## src/rtl/gpio_irq_pkg.sv

```systemverilog
package gpio_irq_pkg;
  typedef enum logic [2:0] {
    ADDR_CFG  = 3'd0,
    ADDR_DIR  = 3'd1,
    ADDR_DRV  = 3'd2,
    ADDR_STAT = 3'd3,
    ADDR_MASK = 3'd4,
    ADDR_DATA = 3'd5,
    ADDR_FAN  = 3'd6
  } regAddr_e;

  typedef struct packed {
    logic wrCfg;
    logic wrDir;
    logic wrDrv;
    logic wrMask;
    logic wrData;
    logic wrFan;
    logic rdStat;
    logic ackAlert;
  } strobe_t;
endpackage

```

## src/rtl/gpio_irq_ctrl.sv

```systemverilog
module gpio_irq_ctrl
  import gpio_irq_pkg::*;
(
  input  logic       regWrEn,
  input  logic       regRdEn,
  input  logic [2:0] regAddr,
  input  logic       alertClr,
  output strobe_t    stb
);
  always_comb begin
    stb          = '0;
    stb.ackAlert = alertClr;
    if (regWrEn) begin
      unique case (regAddr)
        ADDR_CFG:  stb.wrCfg  = 1'b1;
        ADDR_DIR:  stb.wrDir  = 1'b1;
        ADDR_DRV:  stb.wrDrv  = 1'b1;
        ADDR_MASK: stb.wrMask = 1'b1;
        ADDR_DATA: stb.wrData = 1'b1;
        ADDR_FAN:  stb.wrFan  = 1'b1;
        default:   ;
      endcase
    end
    stb.rdStat = regRdEn && (regAddr == ADDR_STAT);
  end
endmodule

```

## src/rtl/gpio_irq_dp.sv

```systemverilog
module gpio_irq_dp
  import gpio_irq_pkg::*;
#(
  parameter int NPINS    = 8,
  parameter int FAN_PINS = 4,
  parameter int SPD_BITS = 3
) (
  input  logic             clk,
  input  logic             rst_n,
  input  strobe_t          stb,
  input  logic [2:0]       regAddr,
  input  logic [NPINS-1:0] wrData,
  output logic [NPINS-1:0] rdData,
  input  logic [NPINS-1:0] pinIn,
  input  logic [FAN_PINS-1:0] fanLevel,
  output logic [NPINS-1:0] pinOut,
  output logic [NPINS-1:0] pinOe,
  output logic             alertN
);
  localparam int FAN_LO = NPINS - FAN_PINS;
  localparam logic [NPINS-1:0] FAN_MASK = {{FAN_PINS{1'b1}}, {FAN_LO{1'b0}}};

  logic cfgIe, cfgFan;
  logic [NPINS-1:0] dirQ, drvQ, maskQ, dataQ, statQ;
  logic [SPD_BITS-1:0] fanSpdQ;
  logic [NPINS-1:0] syncA, syncB, prevQ;
  logic [NPINS-1:0] fanSel, eligible, change;
  logic alertQ, alertSet;

  // configuration registers
  always_ff @(posedge clk or negedge rst_n) begin
    if (!rst_n) begin
      cfgIe   <= 1'b0;
      cfgFan  <= 1'b0;
      dirQ    <= '0;
      drvQ    <= '0;
      maskQ   <= '0;
      dataQ   <= '1;
      fanSpdQ <= '0;
    end else begin
      if (stb.wrCfg) begin
        cfgIe  <= wrData[0];
        cfgFan <= wrData[1];
      end
      if (stb.wrDir)  dirQ    <= wrData;
      if (stb.wrDrv)  drvQ    <= wrData;
      if (stb.wrMask) maskQ   <= wrData;
      if (stb.wrFan)  fanSpdQ <= wrData[SPD_BITS-1:0];
      if (stb.wrData) dataQ   <= (dataQ & ~dirQ) | (wrData & dirQ);
    end
  end

  // input synchroniser and change detection (idle-high pins)
  always_ff @(posedge clk or negedge rst_n) begin
    if (!rst_n) begin
      syncA <= '1;
      syncB <= '1;
      prevQ <= '1;
    end else begin
      syncA <= pinIn;
      syncB <= syncA;
      prevQ <= syncB;
    end
  end

  assign fanSel   = cfgFan ? FAN_MASK : '0;
  assign eligible = ~dirQ & ~fanSel;
  assign change   = (syncB ^ prevQ) & eligible;
  assign alertSet = cfgIe && ((change & maskQ) != '0);

  always_ff @(posedge clk or negedge rst_n) begin
    if (!rst_n) begin
      statQ  <= '0;
      alertQ <= 1'b0;
    end else begin
      statQ  <= (stb.rdStat ? '0 : statQ) | change;
      alertQ <= ((stb.rdStat || stb.ackAlert) ? 1'b0 : alertQ) | alertSet;
    end
  end

  assign alertN = ~alertQ;

  // per-pin drive emulation
  for (genvar i = 0; i < NPINS; i++) begin : g_pin
    if (i >= FAN_LO) begin : g_fanable
      always_comb begin
        if (cfgFan) begin
          pinOe[i]  = ~fanLevel[i-FAN_LO];
          pinOut[i] = 1'b0;
        end else begin
          pinOe[i]  = dirQ[i] & (drvQ[i] | ~dataQ[i]);
          pinOut[i] = dirQ[i] & drvQ[i] & dataQ[i];
        end
      end
    end else begin : g_plain
      assign pinOe[i]  = dirQ[i] & (drvQ[i] | ~dataQ[i]);
      assign pinOut[i] = dirQ[i] & drvQ[i] & dataQ[i];
    end
  end

  // read mux
  always_comb begin
    rdData = '0;
    case (regAddr)
      ADDR_CFG:  rdData[1:0] = {cfgFan, cfgIe};
      ADDR_DIR:  rdData = dirQ;
      ADDR_DRV:  rdData = drvQ;
      ADDR_STAT: rdData = statQ;
      ADDR_MASK: rdData = maskQ;
      ADDR_DATA: rdData = (dataQ & dirQ) | (syncB & ~dirQ);
      ADDR_FAN:  rdData[SPD_BITS-1:0] = fanSpdQ;
      default:   rdData = '0;
    endcase
  end

  // input-pin bits of data never move
  a_r5_input_bits_hold: assert property (@(posedge clk) disable iff (!rst_n)
    ((dataQ ^ $past(dataQ)) & ~$past(dirQ)) == '0);
  // a read with no fresh change leaves status empty
  a_r7_read_clears: assert property (@(posedge clk) disable iff (!rst_n)
    (stb.rdStat && change == '0) |=> statQ == '0);
  // a detected change is always present afterwards
  a_r8_change_kept: assert property (@(posedge clk) disable iff (!rst_n)
    (change != '0) |=> ((statQ & $past(change)) == $past(change)));
  // alert only rises with the global enable on
  a_r9_alert_needs_ie: assert property (@(posedge clk) disable iff (!rst_n)
    $rose(alertQ) |-> $past(cfgIe));
  // acknowledge without a new event releases the alert
  a_r10_ack_releases: assert property (@(posedge clk) disable iff (!rst_n)
    ((stb.ackAlert || stb.rdStat) && !alertSet) |=> alertN);
  // fan pins gain no new status bits
  a_r11_fan_quiet: assert property (@(posedge clk) disable iff (!rst_n)
    cfgFan |=> ((statQ & ~$past(statQ) & FAN_MASK) == '0));
endmodule

```

## src/rtl/gpio_irq_core.sv

```systemverilog
module gpio_irq_core
  import gpio_irq_pkg::*;
(
  input  logic       clk,
  input  logic       rst_n,
  input  logic       regWrEn,
  input  logic       regRdEn,
  input  logic [2:0] regAddr,
  input  logic [7:0] regWrData,
  output logic [7:0] regRdData,
  input  logic [7:0] pinIn,
  output logic [7:0] pinOut,
  output logic [7:0] pinOe,
  input  logic [3:0] fanLevel,
  input  logic       alertClr,
  output logic       alertN
);
  strobe_t stb;

  gpio_irq_ctrl u_ctrl (
    .regWrEn (regWrEn),
    .regRdEn (regRdEn),
    .regAddr (regAddr),
    .alertClr(alertClr),
    .stb     (stb)
  );

  gpio_irq_dp #(.NPINS(8), .FAN_PINS(4), .SPD_BITS(3)) u_dp (
    .clk     (clk),
    .rst_n   (rst_n),
    .stb     (stb),
    .regAddr (regAddr),
    .wrData  (regWrData),
    .rdData  (regRdData),
    .pinIn   (pinIn),
    .fanLevel(fanLevel),
    .pinOut  (pinOut),
    .pinOe   (pinOe),
    .alertN  (alertN)
  );
endmodule

```

## config.mk

```make
export PLATFORM = sky130hd
export DESIGN_NAME = gpio_irq_core
export DESIGN_NICKNAME = d
export VERILOG_FILES = /design/src/rtl/gpio_irq_pkg.sv /design/src/rtl/gpio_irq_ctrl.sv /design/src/rtl/gpio_irq_dp.sv /design/src/rtl/gpio_irq_core.sv
export SDC_FILE = /design/constraint.sdc
export NUM_CORES = 1
export LEC_CHECK = 0
export CORE_MARGIN = 8
export CORE_UTILIZATION = 39
export CTS_CLUSTER_SIZE = 25
export DETAILED_ROUTE_END_ITERATION = 10
export DONT_BUFFER_PORTS = 1
export GPL_TIMING_DRIVEN = 1
export PLACE_DENSITY = 0.55
export SETUP_SLACK_MARGIN = 0.15
export SLEW_MARGIN = 20
export SYNTH_ARGS = -nofsm -noshare
export SYNTH_HDL_FRONTEND = slang
export SYNTH_SLANG_ARGS = --single-unit
```

## constraint.sdc

```tcl
create_clock -name clk -period 3.7 [get_ports clk]
set_clock_uncertainty 0.2 [all_clocks]
set_input_delay 0.74 -clock clk [delete_from_list [all_inputs] [get_ports clk]]
set_output_delay 0.74 -clock clk [all_outputs]
set_load 0.01 [all_outputs]
```

---- Word level (Yosys, flattened, before mapping) ----
Index checks and enable logic that the tools add are counted.
storage, ports and cells
  input bits .............................. 28
  bits in latches ......................... 0
  memories ................................ 0
  output and inout bits ................... 25
  memory bits (read-only) ................. 0
  word-level logic and storage cells ...... 103
  register bits after elaboration ......... 70
  RAM bits ................................ 0
operators by class
  equality and inequality tests ........... 6
  add/subtract/negate cells ............... 0
  reductions and logical operators ........ 5
  bitwise gates (word level) .............. 59
  multiplexer cells ....................... 21
  $mul .................................... 0
  shift-type cells ........................ 0
  order comparisons ....................... 0
  divide/modulo/power cells ............... 0
operators with widths
  kind                                                                   number
  8-bit AND                                                              7
  5-bit one-hot mux with 5 select lines                                  1
  1-bit AND                                                              24
  8-bit OR                                                               3
  8-bit 2-to-1 mux                                                       2
  8-bit inverter                                                         2
  1-bit 2-to-1 mux                                                       15
  2-bit one-hot mux with 7 select lines                                  1
  1-bit inverter                                                         13
  3-bit equality test, second input constant                             3
  1-bit OR                                                               9
  8-bit nonzero test                                                     1
  8-bit bitwise XOR                                                      1
  3-bit by 2-bit equality test with 1-bit output, second input constant  2
  6-bit 2-to-1 mux                                                       1
  1-bit one-hot mux with 6 select lines                                  1
  3-bit by 1-bit equality test with 1-bit output, second input constant  1
  3-bit zero test                                                        1
  1-bit logical AND                                                      2
  1-bit logical OR                                                       1

---- Logic depth before layout (Yosys ltp) ----
Gate-level depths: netlist of run 1.
  depth in word-level cells ............... 8
  gate-level depth with buffers ........... 6

---- Cells and area by module ----
From an unflattened synthesis of run 1, not the netlist that was laid out.
second synthesis, totals
  cell total of the unflattened synthesis .. 267
  area, all modules ....................... 3,219.3 um2
modules (own cells, without submodules)
  module         area an instance (um2)  seq. area each (um2)  instances  cells an instance
  gpio_irq_dp    3,125.5                 1,791.7               1          259
  gpio_irq_ctrl  93.8                    0.0                   1          8

---- Least setup slack after synthesis of run 1 ----
No wires, ideal clock.
  kind .................................... input to output
  from .................................... input port regAddr[1]
  to ...................................... output port regRdData[1]
  path slack .............................. 1.123 ns
  required time ........................... 2.760 ns
  cell stages on the path ................. 5
  arrival time ............................ 1.637 ns
  cells stage by stage .................... nor2b_1 > buf_6 > a221oi_2 > a21oi_1 > a311o_1
between the ends
  cells in the longest elaborated chain, start to end .. 2
  elaborated cells on any way between the ends .. 8
  classes of those cells .................. eq/ne: 6; mux: 1; reduce/logical: 1
RTL lines
  element                                            line                 text
  start, declared                                    gpio_irq_core.sv:8   input logic [2:0] regAddr,
  3-bit equality test, or another cell as far along  gpio_irq_dp.sv:104   case (regAddr)
  2-bit one-hot mux with 7 select lines *            gpio_irq_dp.sv:104
  end, declared                                      gpio_irq_core.sv:10  output logic [7:0] regRdData,
Mark *: on every way between the ends. The rest lies on a longest branch, timed or not.

---- Worst setup path after layout of run 1 ----
  from .................................... register u_dp.dirQ[2]
  to ...................................... output port regRdData[2]
between the ends
  cells in the longest elaborated chain, start to end .. 4
  elaborated cells on any way between the ends .. 5
  classes of those cells .................. mux: 1; bitwise: 4
RTL lines
  element                                  line                text
  start, declared                          gpio_irq_dp.sv:24   logic [NPINS-1:0] dirQ, drvQ, maskQ, dataQ, statQ;
  start signal, assigned                   gpio_irq_dp.sv:45   if (stb.wrDir) dirQ <= wrData;
  8-bit inverter                           gpio_irq_dp.sv:110  ADDR_DATA: rdData = (dataQ & dirQ) | (syncB & ~dirQ);
  8-bit AND                                gpio_irq_dp.sv:110
  8-bit OR                                 gpio_irq_dp.sv:110
  1-bit one-hot mux with 6 select lines *  gpio_irq_dp.sv:104
Marks and branches as above.

==> impl_metrics.tcl, run 1 <==
set metrics [dict create \
    outcome "complete, no violations" \
    syn_area_um2 3200 \
    gp_congestion 0.765 \
    post_drt_wl_per_cell_um 20.2 \
    irDropWorstVdd_mv 0.232 \
    cts-root-buf "clkbuf_8" \
    cts-resized-gates 0 \
    fin_cells 370 \
    place_hpwl_um 4960 \
    clockBufferDepth 2 \
    critical_path_class "reg2out" \
    maxCapViolations 0 \
    first_pass_iters 4 \
    end_kind "primary output" \
    synth_area_leaders "dfrtp_1, dfstp_2, mux2_2, mux2i_1, nand2_1" \
    syn_avg_cell_area_um2 12.5 \
    yosys-top-cells-count "mux2_2, dfrtp_1, dfstp_2, nand2_1, mux2i_1" \
    synth.most_common_cell "mux2_2" \
    rsz0062_at_grt "false" \
    rrSetupSlack_ps 1540 \
    placed_cells 353 \
    clk_latency_ps 340 \
    numCtsBuffers 9 \
    r2r_cells 5 \
    final.min_clock_period_ps 2690 \
    required_ps 2760 \
    synthArstFlopShare 1.00 \
    r2r-end "u_dp.alertQ$_DFF_PN0_" \
    hp-class "in2async" \
    power_w 0.00214 \
    ys_seq_elements 70 \
    multi_input_area_um2 1310 \
    setup_viol 0 \
    post-route-period-util 0.727 \
    max_slew_margin 0.540 \
    die_w_um 107 \
    synth_cell_types 39 \
    ios 53 \
    htree_levels 3 \
    cts_tree "done" \
    placed_area_um2 3290 \
    synthToLayoutAreaGrowth_pct 11.0 \
    fill_cells 790 \
    finalSetupTns_ps 0 \
    rows 33 \
    vias 2033 \
    detail_route.drc_violations 0 \
    ys_warn_count 0 \
    synth_nets 283 \
    fp.dieArea_um2 11300 \
    antenna_found_initial 0 \
    fin_nets 288 \
    cp.arrival_ps 1750 \
    grt_pass1_wl_um 11900 \
    hold_violations 0 \
    crit_fanout 7 \
    tritoncts_num_sinks 70 \
    synth-edff-count 0 \
    core-area_um2 8090 \
    worst_pin_slew_ps 690 \
    antenna_left 0 \
    clk_pin_slew_ps 70 \
    drive_gt1_frac 0.362 \
    leakage_nw 1.44 \
    drtIter0Drc 80 \
    synthCells 255 \
    dominantRegCellSynth "dfrtp_1" \
    synth_top_area_frac 0.298 \
    grt_usage 0.137 \
    wirelength_um 7470 \
    die_h_um 107 \
    diodes 0 \
    grt_pass1_vias 2090 \
    synth_top_cell_by_area "dfrtp_1" \
    p_per_area_nw_per_um2 603 \
    r2r_start "u_dp.cfgFan$_DFFE_PN0P_" \
    gr-total-overflow 0 \
    drv_slew 0 \
    start_util 0.395 \
    final-seq-area_um2 1790 \
    io_buffers 0 \
    viasPerCell 5.49 \
    grt_max_degree 39 \
    final_area_um2 3550 \
    start_kind "flop" \
    timing.fmax_mhz 372 \
    yosysSeqAreaShare 0.561 \
]
[power breakdown]
part           internal (W)  switching, W  leakage (nW)  total (W)
combinational      0.000189      0.000162         0.544   0.000352
sequential         0.000932      0.000139         0.776    0.00107
clock              0.000435      0.000281         0.120   0.000715
[cells in the final DEF, fill, tap and decap left out, types with 5 or more instances in the layout]
master,n
nor2_1,8
mux2i_1,12
a22oi_1,8
o21ai_0,10
dfstp_2,32
inv_1,10
clkbuf_8,12
dfrtp_1,38
o221ai_1,5
xnor2_1,5
mux2_2,40
nand2_1,20
a21o_1,5
[repair_timing]
action	in CTS	in global routing
hold buffers	1	0
buffers inserted	0	0
endpoints found under the hold margin	38	0
[layout make-up]
cell class | instances | share of cell area
flip-flops and latches | 70 | 0.505
clock inverters | 3 | 0.0183
clock buffers | 13 | 0.0476
well taps | 105 | 0.0370
inverters | 10 | 0.0106
repair buffers | 4 | 0.0120
multi-input cells | 165 | 0.370
[worst max path at each step]
stage / from / cells after the start / endpoint
floorplan: regAddr[1] / 5 / regRdData[1]
global placement: regAddr[1] / 5 / regRdData[1]
detailed placement: regAddr[1] / 5 / regRdData[1]
CTS: u_dp.dirQ[1]$_DFFE_PN0P_ / 4 / regRdData[1]
global route: u_dp.dirQ[2]$_DFFE_PN0P_ / 4 / regRdData[2]
finish: u_dp.dirQ[2]$_DFFE_PN0P_ / 4 / regRdData[2]
[critical path, stage by stage, from the launching register on]
cell,delay (ps)
dfrtp_1,460
mux2_2,370
a22oi_1,170
a21oi_1,90
a311o_1,330
[logic make-up (layout without fill, tap and decap cells)]
group	Yosys count	in the layout	synth area share
AOI/OAI and AO/OA	48	48	0.111
and+or+nand+nor	57	57	0.0991
buffers and inverters	20	30	0.0290
xor gates and xnor gates	8	8	0.0219
DFF	70	70	0.561
muxes	52	52	0.179
[stage by stage]
stage	setup WS, ps	util	hold slack (ps)
after floorplan	1120	-	145
after global placement	1050	0.407	145
after detailed placement	1020	0.407	147
after CTS	982	0.438	22.2
after global routing	925	0.438	18.4
final	1010	0.438	44.1
[per-layer routing]
layer / GRT usage / routed length, µm / vias to the layer above
met5: 0 / 0 / -
met4: 0.0633 / 119 / 0
met3: 0.0399 / 364 / 9
met2: 0.206 / 3450 / 40
met1: 0.177 / 3540 / 1043
li1: - / - / 941
(Power assumes the default switching activity.)
==> inputs of run 2 (changes only) <==
ABC_AREA = 1   (was not set)
clock period = 2.5 ns   (was 3.7 ns; I/O delays follow)
==> run 2 against run 1 <==
Compared with the run above: worst hold slack better by 75 ps; routed wire length increased by 7.6%; clock-buffer cell count down 1; setup slack lost 740 ps; clock power up 11%; die area rose by 1.0%; first-iteration DRC count grew 54%; via count rose by 23%; critical path type unchanged; critical endpoint is now regRdData[6].
==> impl_metrics.tcl, run 2 <==
set metrics [dict create \
    start_util 0.397 \
    fin_cells 503 \
    syn_area_um2 3230 \
    fin_nets 421 \
    p_per_area_nw_per_um2 798 \
    die_w_um 107 \
    r2r_start "u_dp.syncB[5]$_DFF_PN1_" \
    numCtsBuffers 9 \
    tritoncts_num_sinks 70 \
    io_buffers 0 \
    synthCells 379 \
    clk_latency_ps 340 \
    grt_usage 0.147 \
    rows 33 \
    crit_path_cell_trace "inv_1, o21ai_0, nand2_1, o21ai_0, a21oi_1, nand3_1" \
    timing.fmax_mhz 449 \
    clockBufferDepth 2 \
    drive_gt1_frac 0.171 \
    mostFrequentLayoutCells "nand2_1, inv_1, dfrtp_1" \
    hold_depth 3 \
    grt_max_degree 71 \
    yosysSeqAreaShare 0.554 \
    detail_route.drc_violations 0 \
    slowest_stage "dfstp_2" \
    synth.most_common_cell "nand2_1" \
    max_slew_margin 0.623 \
    grt_pass1_wl_um 12800 \
    cp.arrival_ps 1530 \
    ys_warn_count 0 \
    setup_viol 0 \
    synth_nets 407 \
    grt_pass1_vias 2362 \
    hold_path_end "u_dp.alertQ$_DFF_PN0_" \
    hold-worst-slack_ps 119 \
    fin_util 0.442 \
    gp_congestion 0.776 \
    viasPerCell 4.96 \
    irDropWorstVdd_mv 0.303 \
    worst_pin_slew_ps 564 \
    clk_pin_slew_ps 70 \
    synth_top_area_frac 0.294 \
    r2r_cells 7 \
    antenna_left 0 \
    vias 2493 \
    gr-total-overflow 0 \
    critical_path_class "reg2out" \
    cp_common_cell "o21ai_0" \
    synthToLayoutAreaGrowth_pct 11.2 \
    drtIter0Drc 123 \
    placed_cells 477 \
    fp.dieArea_um2 11500 \
    synth_cell_types 26 \
    synth_area_leaders "dfrtp_1, dfstp_2, nand2_1, inv_1, o21ai_0" \
    ios 53 \
    dominantRegCellSynth "dfrtp_1" \
    required_ps 1800 \
    post-route-period-util 0.891 \
    die_h_um 107 \
    htree_levels 3 \
    yosys-top-cells-count "nand2_1, inv_1, dfrtp_1, dfstp_2, o21ai_0" \
    drv_slew 0 \
    outcome "complete, no violations" \
    crit_fanout 3 \
    ys_seq_elements 70 \
    synth-edff-count 0 \
    place_hpwl_um 5540 \
    leakage_nw 1.71 \
    rrSetupSlack_ps 1090 \
    syn_avg_cell_area_um2 8.53 \
    maxCapViolations 0 \
    synth_top_cell_by_area "dfrtp_1" \
    synthArstFlopShare 1.00 \
    hold_violations 0 \
    cts-root-buf "clkbuf_8" \
    finalSetupTns_ps 0 \
    r2r-end "u_dp.alertQ$_DFF_PN0_" \
    post_drt_wl_per_cell_um 16.0 \
    end_kind "primary output" \
    core-area_um2 8130 \
    layout_commonest_cell "nand2_1" \
    wirelength_um 8040 \
    antenna_found_initial 0 \
    rsz0062_at_grt "false" \
    cts_tree "done" \
    slowest_delay_ps 550 \
    fill_cells 795 \
    start_kind "flop" \
    min_from "alertClr" \
    final.min_clock_period_ps 2230 \
    first_pass_iters 4 \
    diodes 0 \
    hp-class "in2reg" \
]
-- run 2: where the power goes --
group	internal [W]	switching (W)
Clock	0.000383	0.000414
Sequential	0.00137	0.000156
Combinational	0.000198	0.000351
-- run 2: worst max-delay path by stage --
stage | from | to | slack, ps | cells after the start
2_1_floorplan | regAddr[0] | regRdData[6] | 600 | 8
3_5_place_dp | regAddr[0] | regRdData[6] | 330 | 8
3_3_place_gp | regAddr[1] | regRdData[3] | 320 | 6
5_1_grt | u_dp.syncB[6]$_DFF_PN1_ | regRdData[6] | 160 | 6
6_report | u_dp.syncB[6]$_DFF_PN1_ | regRdData[6] | 270 | 6
4_1_cts | u_dp.syncB[6]$_DFF_PN1_ | regRdData[6] | 250 | 6
-- run 2: cell families after synthesis --
group | Yosys count | synth area share
compound gates | 76 | 0.133
buf+inv | 56 | 0.0751
flops | 70 | 0.554
simple gates | 177 | 0.238
-- run 2: final cells by class --
type	count	area (µm²)	share of cell area
Clock buffer	12	145	0.0404
Clock inverter	4	22.5	0.00627
Inverter	48	180	0.0501
Multi-Input combinational cell	253	1200	0.333
Sequential cell	70	1790	0.498
Tap cell	105	131	0.0365
Timing Repair Buffer	11	125	0.0348
-- run 2: metal layers --
layer | up-vias | routed length (µm) | track usage
met1 | 1161 | 3660 | 0.186
met5 | - | 0 | 0
met2 | 60 | 3820 | 0.230
met4 | 0 | 145 | 0.0724
met3 | 13 | 410 | 0.0348
li1 | 1259 | - | -
-- run 2: worst max-delay path: cells and delay by family, from the launching register on --
family                 cells  cell delay [ps]
DFF                        1              550
and+or+nand+nor            2              240
AOI/OAI and AO/OA          3              350
buffers and inverters      1               50
-- run 2: timing repair --
action                    in CTS  in global routing
buffers inserted               0                  0
gates resized for setup        0                  0
hold endpoints to repair      78                  0
hold buffers                  10                  0
-- run 2: stage by stage --
stage,cell area (µm²),setup WS [ps],total power (W)
floorplan,3230,602,0.00192
global placement,3310,322,0.00204
detailed placement,3310,329,0.00206
CTS,3590,245,0.00290
global route,3590,158,0.00306
finish,3590,273,0.00287
==> inputs of run 3 (changes only) <==
clock period = 2.55 ns   (was 2.5 ns; I/O delays follow)
==> run 3 against run 2 <==
Compared with the run above: clock power is 2% lower; non-clock buffer count is the same; critical path type unchanged; sequential power barely moved; largest cell class unchanged; highest routed layer unchanged.
==> impl_metrics.tcl, run 3 (synthesized netlist as in run 2, its figures left out) <==
set metrics [dict create \
    outcome "complete, no violations" \
    max_slew_margin 0.631 \
    placed_area_um2 3310 \
    rsz0062_at_grt "false" \
    hold_violations 0 \
    drtIter0Drc 78 \
    start_util 0.397 \
    worst_pin_slew_ps 552 \
    numCtsBuffers 9 \
    diodes 0 \
    antenna_left 0 \
    mostFrequentLayoutCells "nand2_1, inv_1, dfrtp_1" \
    drv_slew 0 \
    critical_path_class "reg2out" \
    maxCapViolations 0 \
    htree_levels 3 \
    clk_latency_ps 340 \
    gr-total-overflow 0 \
    cp.arrival_ps 1520 \
    die_w_um 107 \
    viasPerCell 4.97 \
    crit_fanout 3 \
    clk_pin_slew_ps 70 \
    drive_gt1_frac 0.171 \
    timing.fmax_mhz 448 \
    first_pass_iters 5 \
    synthToLayoutAreaGrowth_pct 11.2 \
    hp-class "in2reg" \
    finalSetupTns_ps 0 \
    fin_nets 421 \
    grt_pass1_wl_um 12900 \
    gp_congestion 0.776 \
    path_buf_inv 1 \
    wirelength_um 8010 \
    hold-worst-slack_ps 134 \
    cts-root-buf "clkbuf_8" \
    end_kind "primary output" \
    leakage_nw 1.71 \
    core-area_um2 8130 \
    crit_path_cell_trace "inv_1, o21ai_0, nand2_1, o21ai_0, a21oi_1, nand3_1" \
    start_kind "flop" \
    multi_input_area_um2 1200 \
    layout_commonest_cell "nand2_1" \
    cts_tree "done" \
    final_area_um2 3590 \
    setup_viol 0 \
    ios 53 \
    cp_top_family "flip-flops" \
    clockBufferDepth 2 \
    post-route-period-util 0.876 \
    irDropWorstVdd_mv 0.270 \
    detail_route.drc_violations 0 \
    fill_cells 799 \
    die_h_um 107 \
    io_buffers 0 \
    grt_usage 0.147 \
    p_per_area_nw_per_um2 783 \
    slowest_stage "dfstp_2" \
    final.min_clock_period_ps 2230 \
    place_hpwl_um 5550 \
    cp_common_cell "o21ai_0" \
    rows 33 \
    grt_max_degree 71 \
    post_drt_wl_per_cell_um 15.9 \
    final-seq-area_um2 1790 \
    required_ps 1840 \
    antenna_found_initial 0 \
    tritoncts_num_sinks 70 \
    cts-resized-gates 0 \
    slowest_delay_ps 550 \
    grt_pass1_vias 2361 \
    vias 2498 \
    fp.dieArea_um2 11500 \
]
## run 3: cell counts in the layout (fill, tap and decap cells not counted)
No cell type changed its count.
## run 3: area by class of cell
cell class              instances  share of cell area
well taps                     105              0.0365
flip-flops and latches         70               0.498
multi-input cells             253               0.333
repair buffers                 11              0.0348
inverters                      48              0.0501
clock inverters                 4             0.00627
clock buffers                  12              0.0404
## run 3: worst register-to-register path, cell delays in order (launching register included)
cell	delay, ps
dfstp_2	540
nand2_1	70
nand4_1	100
nand2_1	90
nor2_1	150
nand2_1	70
nand2_1	70
nand2_1	50
## run 3: final timing paths
path                                         start                       end  slack [ps]  cells after the start
setup / recovery           u_dp.syncB[6]$_DFF_PN1_              regRdData[6]         320                      6
hold / removal                            alertClr     u_dp.alertQ$_DFF_PN0_         130                      3
setup reg to reg           u_dp.syncB[5]$_DFF_PN1_     u_dp.alertQ$_DFF_PN0_        1120                      7
hold reg to reg            u_dp.syncA[6]$_DFF_PN1_   u_dp.syncB[6]$_DFF_PN1_         160                      0
min in group asynchronous                    rst_n  u_dp.drvQ[2]$_DFFE_PN0P_         520                      2
max in group asynchronous                    rst_n   u_dp.syncA[1]$_DFF_PN1_        1300                      2
## run 3: routing by layer
| layer | GRT usage | vias up | share of wire |
|---|---|---|---|
| met3 | 0.0384 | 13 | 0.053 |
| li1 | - | 1254 | - |
| met5 | 0 | - | 0 |
| met4 | 0.0704 | 0 | 0.021 |
| met1 | 0.187 | 1168 | 0.45 |
| met2 | 0.229 | 63 | 0.48 |
## run 3: where the power goes
part           switching (W)  total (W)  internal (W)
clock               0.000407   0.000783      0.000375
sequential          0.000153    0.00149       0.00134
combinational       0.000344   0.000538      0.000194
## run 3: timing repair
action | 4_1_cts | 5_1_grt
hold buffers | 10 | 0
endpoints found under the hold margin | 78 | 0
buffers inserted | 0 | 0
## run 3: through the flow
| step | cells | util | power (W) | worst slack, ps |
|---|---|---|---|---|
| 6_report | 503 | 0.442 | 0.00281 | 317 |
| 5_1_grt | 503 | 0.442 | 0.00301 | 206 |
| 4_1_cts | 503 | 0.442 | 0.00284 | 276 |
| 3_5_place_dp | 477 | 0.407 | 0.00202 | 368 |
| 3_3_place_gp | 477 | 0.407 | 0.00200 | 352 |
| 2_1_floorplan | 379 | - | 0.00189 | 632 |
